<file path="src/rtl/irq_pkg.sv">
package irq_pkg;
  typedef enum logic {
    HOLD_IDLE = 1'b0,
    HOLD_SHOW = 1'b1
  } hold_st_e;
endpackage

</file>
<file path="src/rtl/irq_reg_dec.sv">
module irq_reg_dec #(
  parameter int NUM_SRC = 26,
  parameter int BANK_W  = 8,
  parameter int ADDR_W  = 3
) (
  input  logic [ADDR_W-1:0]  addr_i,
  input  logic [BANK_W-1:0]  data_i,
  input  logic               wr_en_i,
  input  logic               clr_all_i,
  input  logic [NUM_SRC-1:0] ack_clr_i,
  output logic [NUM_SRC-1:0] clr_o,
  output logic [NUM_SRC-1:0] mask_we_o,
  output logic [NUM_SRC-1:0] mask_wd_o
);
  logic to_mask;
  assign to_mask = addr_i[ADDR_W-1];

  for (genvar i = 0; i < NUM_SRC; i++) begin : g_src
    localparam int BK  = i / BANK_W;
    localparam int BIT = i % BANK_W;
    logic bank_hit;
    assign bank_hit     = wr_en_i && (int'(addr_i[ADDR_W-2:0]) == BK);
    assign clr_o[i]     = clr_all_i | ack_clr_i[i] | (bank_hit & ~to_mask & data_i[BIT]);
    assign mask_we_o[i] = bank_hit & to_mask;
    assign mask_wd_o[i] = data_i[BIT];
  end
endmodule

</file>
<file path="src/rtl/irq_flag_bank.sv">
module irq_flag_bank #(
  parameter int                NUM_SRC = 26,
  parameter logic [NUM_SRC-1:0] RSVD   = 26'h1C0_0000
) (
  input  logic               clk,
  input  logic               rst_n,
  input  logic [NUM_SRC-1:0] evt_i,
  input  logic [NUM_SRC-1:0] clr_i,
  input  logic [NUM_SRC-1:0] mask_we_i,
  input  logic [NUM_SRC-1:0] mask_wd_i,
  output logic [NUM_SRC-1:0] posted_o,
  output logic [NUM_SRC-1:0] pending_o
);
  logic [NUM_SRC-1:0] posted_q, posted_d;
  logic [NUM_SRC-1:0] mask_q, mask_d;
  logic               mask_en;

  always_comb begin
    posted_d = (evt_i | (posted_q & ~clr_i)) & ~RSVD;
    mask_en  = |mask_we_i;
    mask_d   = ((mask_q & ~mask_we_i) | (mask_wd_i & mask_we_i)) & ~RSVD;
  end

  always_ff @(posedge clk or negedge rst_n) begin
    if (!rst_n) begin
      posted_q <= '0;
    end else begin
      posted_q <= posted_d;
    end
  end

  always_ff @(posedge clk or negedge rst_n) begin
    if (!rst_n) begin
      mask_q <= '0;
    end else if (mask_en) begin
      mask_q <= mask_d;
    end
  end

  assign posted_o  = posted_q;
  assign pending_o = posted_q & mask_q;

  AST_EVT_WINS: assert property (@(posedge clk) disable iff (!rst_n)
    1'b1 |=> ((posted_q & $past(evt_i & ~RSVD)) == $past(evt_i & ~RSVD)));
  AST_POST_KEEPS: assert property (@(posedge clk) disable iff (!rst_n)
    1'b1 |=> ((posted_q & $past(posted_q & ~clr_i)) == $past(posted_q & ~clr_i)));
  AST_RSVD_QUIET: assert property (@(posedge clk) disable iff (!rst_n)
    (pending_o & RSVD) == '0);
endmodule

</file>
<file path="src/rtl/irq_prio_enc.sv">
module irq_prio_enc #(
  parameter int NUM_SRC = 26,
  parameter int IDX_W   = 5
) (
  input  logic [NUM_SRC-1:0] pend_i,
  output logic               valid_o,
  output logic [IDX_W-1:0]   idx_o
);
  always_comb begin
    idx_o = '0;
    for (int i = NUM_SRC - 1; i >= 0; i--) begin
      if (pend_i[i]) idx_o = IDX_W'(i);
    end
    valid_o = |pend_i;
  end

  logic [NUM_SRC-1:0] below;
  assign below = (NUM_SRC'(1) << idx_o) - NUM_SRC'(1);

  always_comb begin
    if (valid_o) begin
      AST_PRIO_LOWEST: assert (pend_i[idx_o] && ((pend_i & below) == '0));
    end
  end
endmodule

</file>
<file path="src/rtl/irq_vec_hold.sv">
module irq_vec_hold
  import irq_pkg::*;
#(
  parameter int NUM_SRC = 26,
  parameter int IDX_W   = 5,
  parameter int VEC_W   = 16
) (
  input  logic               clk,
  input  logic               rst_n,
  input  logic               gie_i,
  input  logic               ack_i,
  input  logic               valid_i,
  input  logic [IDX_W-1:0]   idx_i,
  input  logic [NUM_SRC-1:0] pend_i,
  output logic               irq_o,
  output logic [VEC_W-1:0]   vec_o,
  output logic [IDX_W-1:0]   idx_o,
  output logic [NUM_SRC-1:0] ack_clr_o
);
  hold_st_e         st_q, st_d;
  logic [IDX_W-1:0] idx_q;
  logic             idx_en;

  always_comb begin
    st_d   = st_q;
    idx_en = 1'b0;
    case (st_q)
      HOLD_IDLE: begin
        if (gie_i && valid_i) begin
          st_d   = HOLD_SHOW;
          idx_en = 1'b1;
        end
      end
      HOLD_SHOW: begin
        if (ack_i || !gie_i || !pend_i[idx_q]) st_d = HOLD_IDLE;
      end
      default: st_d = HOLD_IDLE;
    endcase
  end

  always_ff @(posedge clk or negedge rst_n) begin
    if (!rst_n) begin
      st_q <= HOLD_IDLE;
    end else begin
      st_q <= st_d;
    end
  end

  always_ff @(posedge clk or negedge rst_n) begin
    if (!rst_n) begin
      idx_q <= '0;
    end else if (idx_en) begin
      idx_q <= idx_i;
    end
  end

  always_comb begin
    ack_clr_o = '0;
    if (st_q == HOLD_SHOW && ack_i) ack_clr_o[idx_q] = 1'b1;
  end

  assign irq_o = (st_q == HOLD_SHOW);
  assign vec_o = irq_o ? VEC_W'({idx_q, 2'b00}) : '0;
  assign idx_o = idx_q;

  AST_RISE_NEEDS_GIE: assert property (@(posedge clk) disable iff (!rst_n)
    $rose(irq_o) |-> $past(gie_i));
  AST_VEC_HOLD: assert property (@(posedge clk) disable iff (!rst_n)
    irq_o |=> (!irq_o || $stable(vec_o)));
  AST_ACK_DROP: assert property (@(posedge clk) disable iff (!rst_n)
    (irq_o && ack_i) |=> !irq_o);
  AST_QUIET_VEC: assert property (@(posedge clk) disable iff (!rst_n)
    !irq_o |-> (vec_o == '0));
endmodule

</file>
<file path="src/rtl/vec_irq_ctrl.sv">
module vec_irq_ctrl #(
  parameter int                 NUM_SRC = 26,
  parameter int                 BANK_W  = 8,
  parameter int                 VEC_W   = 16,
  parameter logic [NUM_SRC-1:0] RSVD    = 26'h1C0_0000,
  parameter int                 ADDR_W  = $clog2(2 * ((NUM_SRC + BANK_W - 1) / BANK_W))
) (
  input  logic               clk,
  input  logic               rst_n,
  input  logic [NUM_SRC-1:0] evt_i,
  input  logic               wr_en_i,
  input  logic [ADDR_W-1:0]  wr_addr_i,
  input  logic [BANK_W-1:0]  wr_data_i,
  input  logic               clr_all_i,
  input  logic               gie_i,
  input  logic               ack_i,
  output logic               irq_o,
  output logic [VEC_W-1:0]   vec_o
);
  localparam int IDX_W = $clog2(NUM_SRC);

  logic [NUM_SRC-1:0] clr, mask_we, mask_wd, posted, pending, ack_clr;
  logic               win_valid;
  logic [IDX_W-1:0]   win_idx, hold_idx;

  irq_reg_dec #(.NUM_SRC(NUM_SRC), .BANK_W(BANK_W), .ADDR_W(ADDR_W)) u_dec (
    .addr_i    (wr_addr_i),
    .data_i    (wr_data_i),
    .wr_en_i   (wr_en_i),
    .clr_all_i (clr_all_i),
    .ack_clr_i (ack_clr),
    .clr_o     (clr),
    .mask_we_o (mask_we),
    .mask_wd_o (mask_wd)
  );

  irq_flag_bank #(.NUM_SRC(NUM_SRC), .RSVD(RSVD)) u_flags (
    .clk       (clk),
    .rst_n     (rst_n),
    .evt_i     (evt_i),
    .clr_i     (clr),
    .mask_we_i (mask_we),
    .mask_wd_i (mask_wd),
    .posted_o  (posted),
    .pending_o (pending)
  );

  irq_prio_enc #(.NUM_SRC(NUM_SRC), .IDX_W(IDX_W)) u_enc (
    .pend_i  (pending),
    .valid_o (win_valid),
    .idx_o   (win_idx)
  );

  irq_vec_hold #(.NUM_SRC(NUM_SRC), .IDX_W(IDX_W), .VEC_W(VEC_W)) u_hold (
    .clk       (clk),
    .rst_n     (rst_n),
    .gie_i     (gie_i),
    .ack_i     (ack_i),
    .valid_i   (win_valid),
    .idx_i     (win_idx),
    .pend_i    (pending),
    .irq_o     (irq_o),
    .vec_o     (vec_o),
    .idx_o     (hold_idx),
    .ack_clr_o (ack_clr)
  );

  AST_ACK_CLEARS: assert property (@(posedge clk) disable iff (!rst_n)
    (irq_o && ack_i && !evt_i[hold_idx]) |=> !posted[$past(hold_idx)]);
endmodule

</file>
<file path="config.mk">
export PLATFORM = sky130hd
export DESIGN_NAME = vec_irq_ctrl
export DESIGN_NICKNAME = d
export VERILOG_FILES = /design/src/rtl/irq_pkg.sv /design/src/rtl/irq_reg_dec.sv /design/src/rtl/irq_flag_bank.sv /design/src/rtl/irq_prio_enc.sv /design/src/rtl/irq_vec_hold.sv /design/src/rtl/vec_irq_ctrl.sv
export SDC_FILE = /design/constraint.sdc
export NUM_CORES = 1
export LEC_CHECK = 0
export BUFFER_PORTS_ARGS = -buffer_cell sky130_fd_sc_hd__buf_2
export CAP_MARGIN = 25
export CORE_AREA = 2 2 108 110
export DETAILED_ROUTE_END_ITERATION = 8
export DIE_AREA = 0 0 110 112
export PLACE_DENSITY = 0.5
export SLEW_MARGIN = 25
export SYNTH_ARGS = -nofsm -noshare
export SYNTH_HDL_FRONTEND = slang
export SYNTH_HIERARCHICAL = 1
export SYNTH_SLANG_ARGS = --single-unit
export TNS_END_PERCENT = 50
</file>
<file path="constraint.sdc">
create_clock -name clk -period 4.6 [get_ports clk]
set_input_delay 0.46 -clock clk [delete_from_list [all_inputs] [get_ports clk]]
set_output_delay 0.46 -clock clk [all_outputs]
set_load 0.02 [all_outputs]
</file>
# Word level (Yosys, flattened, before mapping)
# Cells that the tools add are included.
word_totals:
  ff_bits: 52
  inputBits: 43
  out_inout_bits: 17
  wordCells: 155
op_classes:
  order_cmp: 2
  n_eq_ne: 3
  n_mux: 36
  bitwise: 96
  n_reduce_logical: 14
op_table:
  columns: ["op", "n"]
  rows:
  - ["5-bit two-way mux", 26]
  - ["26-bit bitwise AND", 4]
  - ["26-bit NOT", 2]
  - ["1-bit OR", 52]
  - ["26-bit OR", 2]
  - ["1-bit bitwise AND", 34]
  - ["26-bit two-way mux", 1]
  - ["26-bit OR reduction", 1]
  - ["1-bit logical AND", 7]
  - ["7-bit two-way mux", 1]
  - ["5-bit by 6-bit < comparator with 1-bit output (second input constant)", 1]
  - ["1-bit binary-select mux with 5-bit select", 1]
  - ["1-bit demux with 5-bit select", 1]
  - ["5-bit by 1-bit greater-or-equal comparator with 1-bit output (second input constant)", 1]
  - ["1-bit two-way mux", 5]
  - ["2-bit equality test (second input constant)", 2]
  - ["4-bit OR reduction", 1]
  - ["2-bit by 1-bit equality test with 1-bit output (second input constant)", 1]
  - ["1-bit zero test", 2]
  - ["2-bit zero test", 1]
  - ["1-bit logical OR", 2]
  - ["1-bit NOT", 2]
  - ["1-bit case mux with 2 select lines", 1]

# Longest topological paths before layout
depth:
  ltp_word: 27
  mapped_depth: 9
  ltp_nobuf: 9

# Hierarchy
# The synthesis kept the hierarchy.
modules_own_cells:
  columns: ["module", "instances", "cells_per_inst", "area_each_um2", "seq_area_each_um2"]
  rows:
  - ["irq_flag_bank", 1, 145, 1948.1, 1151.1]
  - ["irq_vec_hold", 1, 100, 802.0, 150.1]
  - ["irq_reg_dec", 1, 91, 759.5, 0.0]
  - ["irq_prio_enc", 1, 56, 305.3, 0.0]

# Least setup slack after synthesis
# OpenSTA, ideal clock, no wires.
synth_path:
  kind: "register to register"
  from: "register u_flags.posted_q[7], in the netlist u_flags/posted_o[7]"
  to: "register u_hold.idx_q[0], in the netlist u_hold/idx_o[0]"
  setup_time_ns: 0.125
  t_arrival_ns: 1.841
  t_required_ns: 4.475
  path_slack_ns: 2.634
  path_stages_with_launch: 8
  path_buffers: 0
  period_less_slack_ns: 1.966
  cell_sequence: "dfrtp_1 > and2_1 > nor4_1 > nand3_1 > nand2b_1 > nand2b_1 > nand3b_1 > mux2_2"
synth_between:
  word_cells_on_any_way: 13
  classes_between: "mux: 10; bitwise: 1; reduce/logical: 2"
synth_rtl:
  columns: ["item", "line", "source"]
  rows:
  - ["from (decl)", "irq_flag_bank.sv:14", "logic [NUM_SRC-1:0] posted_q, posted_d;"]
  - ["from (signal assigned)", "irq_flag_bank.sv:28", "posted_q <= posted_d;"]
  - ["26-bit bitwise AND", "irq_flag_bank.sv:41", "assign pending_o = posted_q & mask_q;"]
  - ["via pending[7]", "vec_irq_ctrl.sv:22", "logic [NUM_SRC-1:0] clr, mask_we, mask_wd, posted, pending, ack_clr;"]
  - ["26-bit OR reduction", "irq_prio_enc.sv:14", "valid_o = |pend_i;"]
  - ["via win_valid", "vec_irq_ctrl.sv:23", "logic win_valid;"]
  - ["1-bit logical AND", "irq_vec_hold.sv:29", "if (gie_i && valid_i) begin"]
  - ["1-bit two-way mux", "irq_vec_hold.sv:29", null]
  - ["1-bit two-way mux", "irq_vec_hold.sv:27", "case (st_q)"]
  - ["to (signal assigned)", "irq_vec_hold.sv:53", "idx_q <= idx_i;"]
  - ["to (decl)", "irq_vec_hold.sv:21", "logic [IDX_W-1:0] idx_q;"]
# The timed path passes the listed nets, and every way through them passes these cells.
# A chain may end at the register's enable or synchronous reset.

# Worst setup path after layout
layout_path:
  from: "register u_flags.posted_q[3], in the netlist u_flags/posted_o[3]"
  to: "register u_hold.st_q, in the netlist u_hold/irq_o"
layout_between:
  word_cells_on_any_way: 10
  classes_between: "mux: 5; bitwise: 1; reduce/logical: 4"
layout_rtl:
  columns: ["item", "line", "source"]
  rows:
  - ["26-bit bitwise AND", "irq_flag_bank.sv:41", null]
  - ["via pending[3]", "vec_irq_ctrl.sv:22", null]
  - ["26-bit OR reduction", "irq_prio_enc.sv:14", null]
  - ["via win_valid", "vec_irq_ctrl.sv:23", null]
  - ["1-bit logical AND", "irq_vec_hold.sv:29", null]
  - ["1-bit two-way mux", "irq_vec_hold.sv:29", null]
  - ["1-bit case mux with 2 select lines", "irq_vec_hold.sv:27", null]
  - ["via u_hold.st_d", "irq_vec_hold.sv:20", "hold_st_e st_q, st_d;"]
  - ["to (signal assigned)", "irq_vec_hold.sv:45", "st_q <= st_d;"]
  - ["to (decl)", "irq_vec_hold.sv:20", null]
# The timed path passes the listed nets, and every way through them passes these cells. The select of a mux whose other input is x is not followed.

==> impl_summary.txt <==
----------------------------------------------------
[Placed design]
  Routability Congestion ... 0.8569
  Placed cells ... 510
  Number of port buffers ... 45
  Final HPWL from detailed placement ... approximately 6.6 mm
  Worst slack, placed ... roughly 2300 ps
  Placed Instance Area ... 3669 µm²

[Cells and area]
  Post-route design area ... slightly below 4000 µm²
  Final-stage net count ... approximately 420
  Leading cell types in the layout, fill and taps excluded ... dfrtp_1, buf_2, nor2_1
  Most common library cell in the layout ignoring fill and taps ... dfrtp_1
  Antenna fix cells ... 0
  Final core area utilization ... between 30% and 40%
  FILL cells ... around 1.2k
  Filler-free cell count of the finished design ... approximately 520
  Area growth from synthesis to layout ... 3.401%
  Layout cell share with drive strength beyond 1 ... between 20 and 30%

[Clocking]
  Hold-fix buffers, CTS ... 0
  Setup repair bufs after CTS ... 0
  Maximum number of buffers from clock root to sink ... 2
  Number of levels the H-tree was split into ... 2
  Inserted Clock Buffers ... 5
  Clock transition at the registers of the reported paths ... approximately 70 ps
  Clock tree from TritonCTS ... built
  Clock network latency to the later pin of the worst-skew pair ... approximately 290 ps
  Clock tree root buffer cell ... clkbuf_16
  CTS sink count ... 52
  Number of resized instances in the post-cts repair step ... 0

[Setup path]
  Category of the critical setup timing path ... flop to flop
  Crit Path Max Fanout ... 6
  Worst Setup End Kind ... flop
  Crit path DAT ... about 2500 ps
  Required time of the critical path ... between 4000 and 5000 ps
  Kind of launch point of the worst setup path ... flop

[STA]
  Final number of setup-violating endpoints ... 0
  Slew at the pin closest to its max-slew limit ... 720.4 ps
  Count of final max-slew check failures ... 0
  Final Hold Vio Count ... 0
  Highest clock rate ... around 430 MHz
  Post-layout minimum cycle time ... about 2300 ps
  Worst Skew ... approximately 7.0 ps
  Final hold slack ... around 280 ps
  RSZ-0062 raised after global routing ... false
  Worst slew margin relative to its limit ... around half
  Final worst-path setup slack ... between 2000 and 2500 ps
  Portion of the clock cycle consumed by the worst path in the final layout ... 50.85%
  Summed negative setup slack over all endpoints ... 0 ps

[Synth]
  Cell area after synthesis ... 3716 µm²
  Mean area per synthesized cell ... between 9 and 10 µm²
  Synth warnings ... 6
  Cells after synthesis ... approximately 380

[Outcome]
  Result of the run ... complete, no violations

[Floorplanning]
  Die height ... between 100 and 150 µm
  Die Width ... about 110 µm
  Floorplan die area ... between 10000 and 15000 µm²
  Rows ... 39
  Core area ... between 10000 and 15000 µm²
  Initial standard-cell utilization of the core ... ~33%
  Number of ports placed on the die boundary ... 60

[Power and ir drop]
  Power density over the cells ... a little over 400 nW/µm²
  Maximum vdd drop ... roughly 0.23 mV
  Leakage power total ... about 1.9 nW
  Total power consumption of the routed design ... around 1.6 mW

[Drt]
  Final routed wire length divided by cell count ... around 17 µm
  Residual DRC count ... 0
  Vias ... roughly 2.5k
  Routed vias/inst ... between 4 and 5
  Overall routed net length ... 8.740 mm
  Post-detailed-route count of antenna-violating nets ... 0
  DRC violation total after the first TritonRoute iteration ... between 90 and 100
  Number of detailed-route iterations in the first pass ... 6

[Flow run]
  Max cap viols ... 0

[Global route]
  GRT overflow ... 0
  Overall track demand over capacity in global routing ... 15.54%
  Number of antenna violations at the first check in global routing ... 0
  First-pass GRT wire length ... 14.45 mm
  Pin count of the biggest net entering global routing ... 53
  Via count of the first global-routing pass ... 2671

[Min path]
  Class of the most critical hold timing path ... primary input to async pin

----------------------------------------------------
[final cells by class]
| type | instances | area, µm² | area share [%] |
|---|---|---|---|
| Clock buffer | 6 | 128.9 | 3.354 |
| Clock inverter | 2 | 38.79 | 1.009 |
| Inverter | 31 | 116.4 | 3.028 |
| Multi-Input combinational cell | 236 | 1831 | 47.64 |
| Sequential cell | 52 | 1301 | 33.87 |
| Tap cell | 143 | 178.9 | 4.656 |
| Timing Repair Buffer | 48 | 247.7 | 6.447 |
[path summary, 6_finish.rpt]
kind | start | end | slack, ps | cells past startpoint
worst min register to register | u_flags/posted_o[6]$_DFF_PN0_ | u_flags/posted_o[6]$_DFF_PN0_ | 470 | 1
worst max-delay path | u_flags/posted_o[3]$_DFF_PN0_ | u_hold/irq_o$_DFF_PN0_ | 2260 | 9
worst min-delay path | rst_n | u_hold/idx_o[2]$_DFFE_PN0P_ | 280 | 2
min in group clk | evt_i[25] | u_flags/posted_o[25]$_DFF_PN0_ | 340 | 2
max in group asynchronous | rst_n | u_flags/posted_o[12]$_DFF_PN0_ | 3850 | 2
worst max register to register | u_flags/posted_o[3]$_DFF_PN0_ | u_hold/irq_o$_DFF_PN0_ | 2260 | 9
[critical path, cell delays in order, from the launching register on]
cell and delay [ps]:
dfrtp_1 380, and2_1 230, nor4_1 430, nand3_1 170, nand2b_1 200, nand2b_1 160
nand3b_1 260, o31ai_1 120, a31oi_1 160, a31oi_1 90
[layer usage]
metal  wire length [µm]  share of wire, %  track usage (%)  vias to the layer above
met1               4200                48            22.11                     1220
met5                  0                 0                0                        -
met2               4096                47            24.91                       58
met3                407               4.7            2.810                        2
li1                   -                 -                -                     1228
met4                 35              0.40            2.532                        0
[power breakdown]
group | switching [mW] | internal (mW)
clock | 0.176 | 0.260
combinational | 0.253 | 0.254
sequential | 0.101 | 0.534
total | 0.529 | 1.05
(Power assumes the default switching activity.)
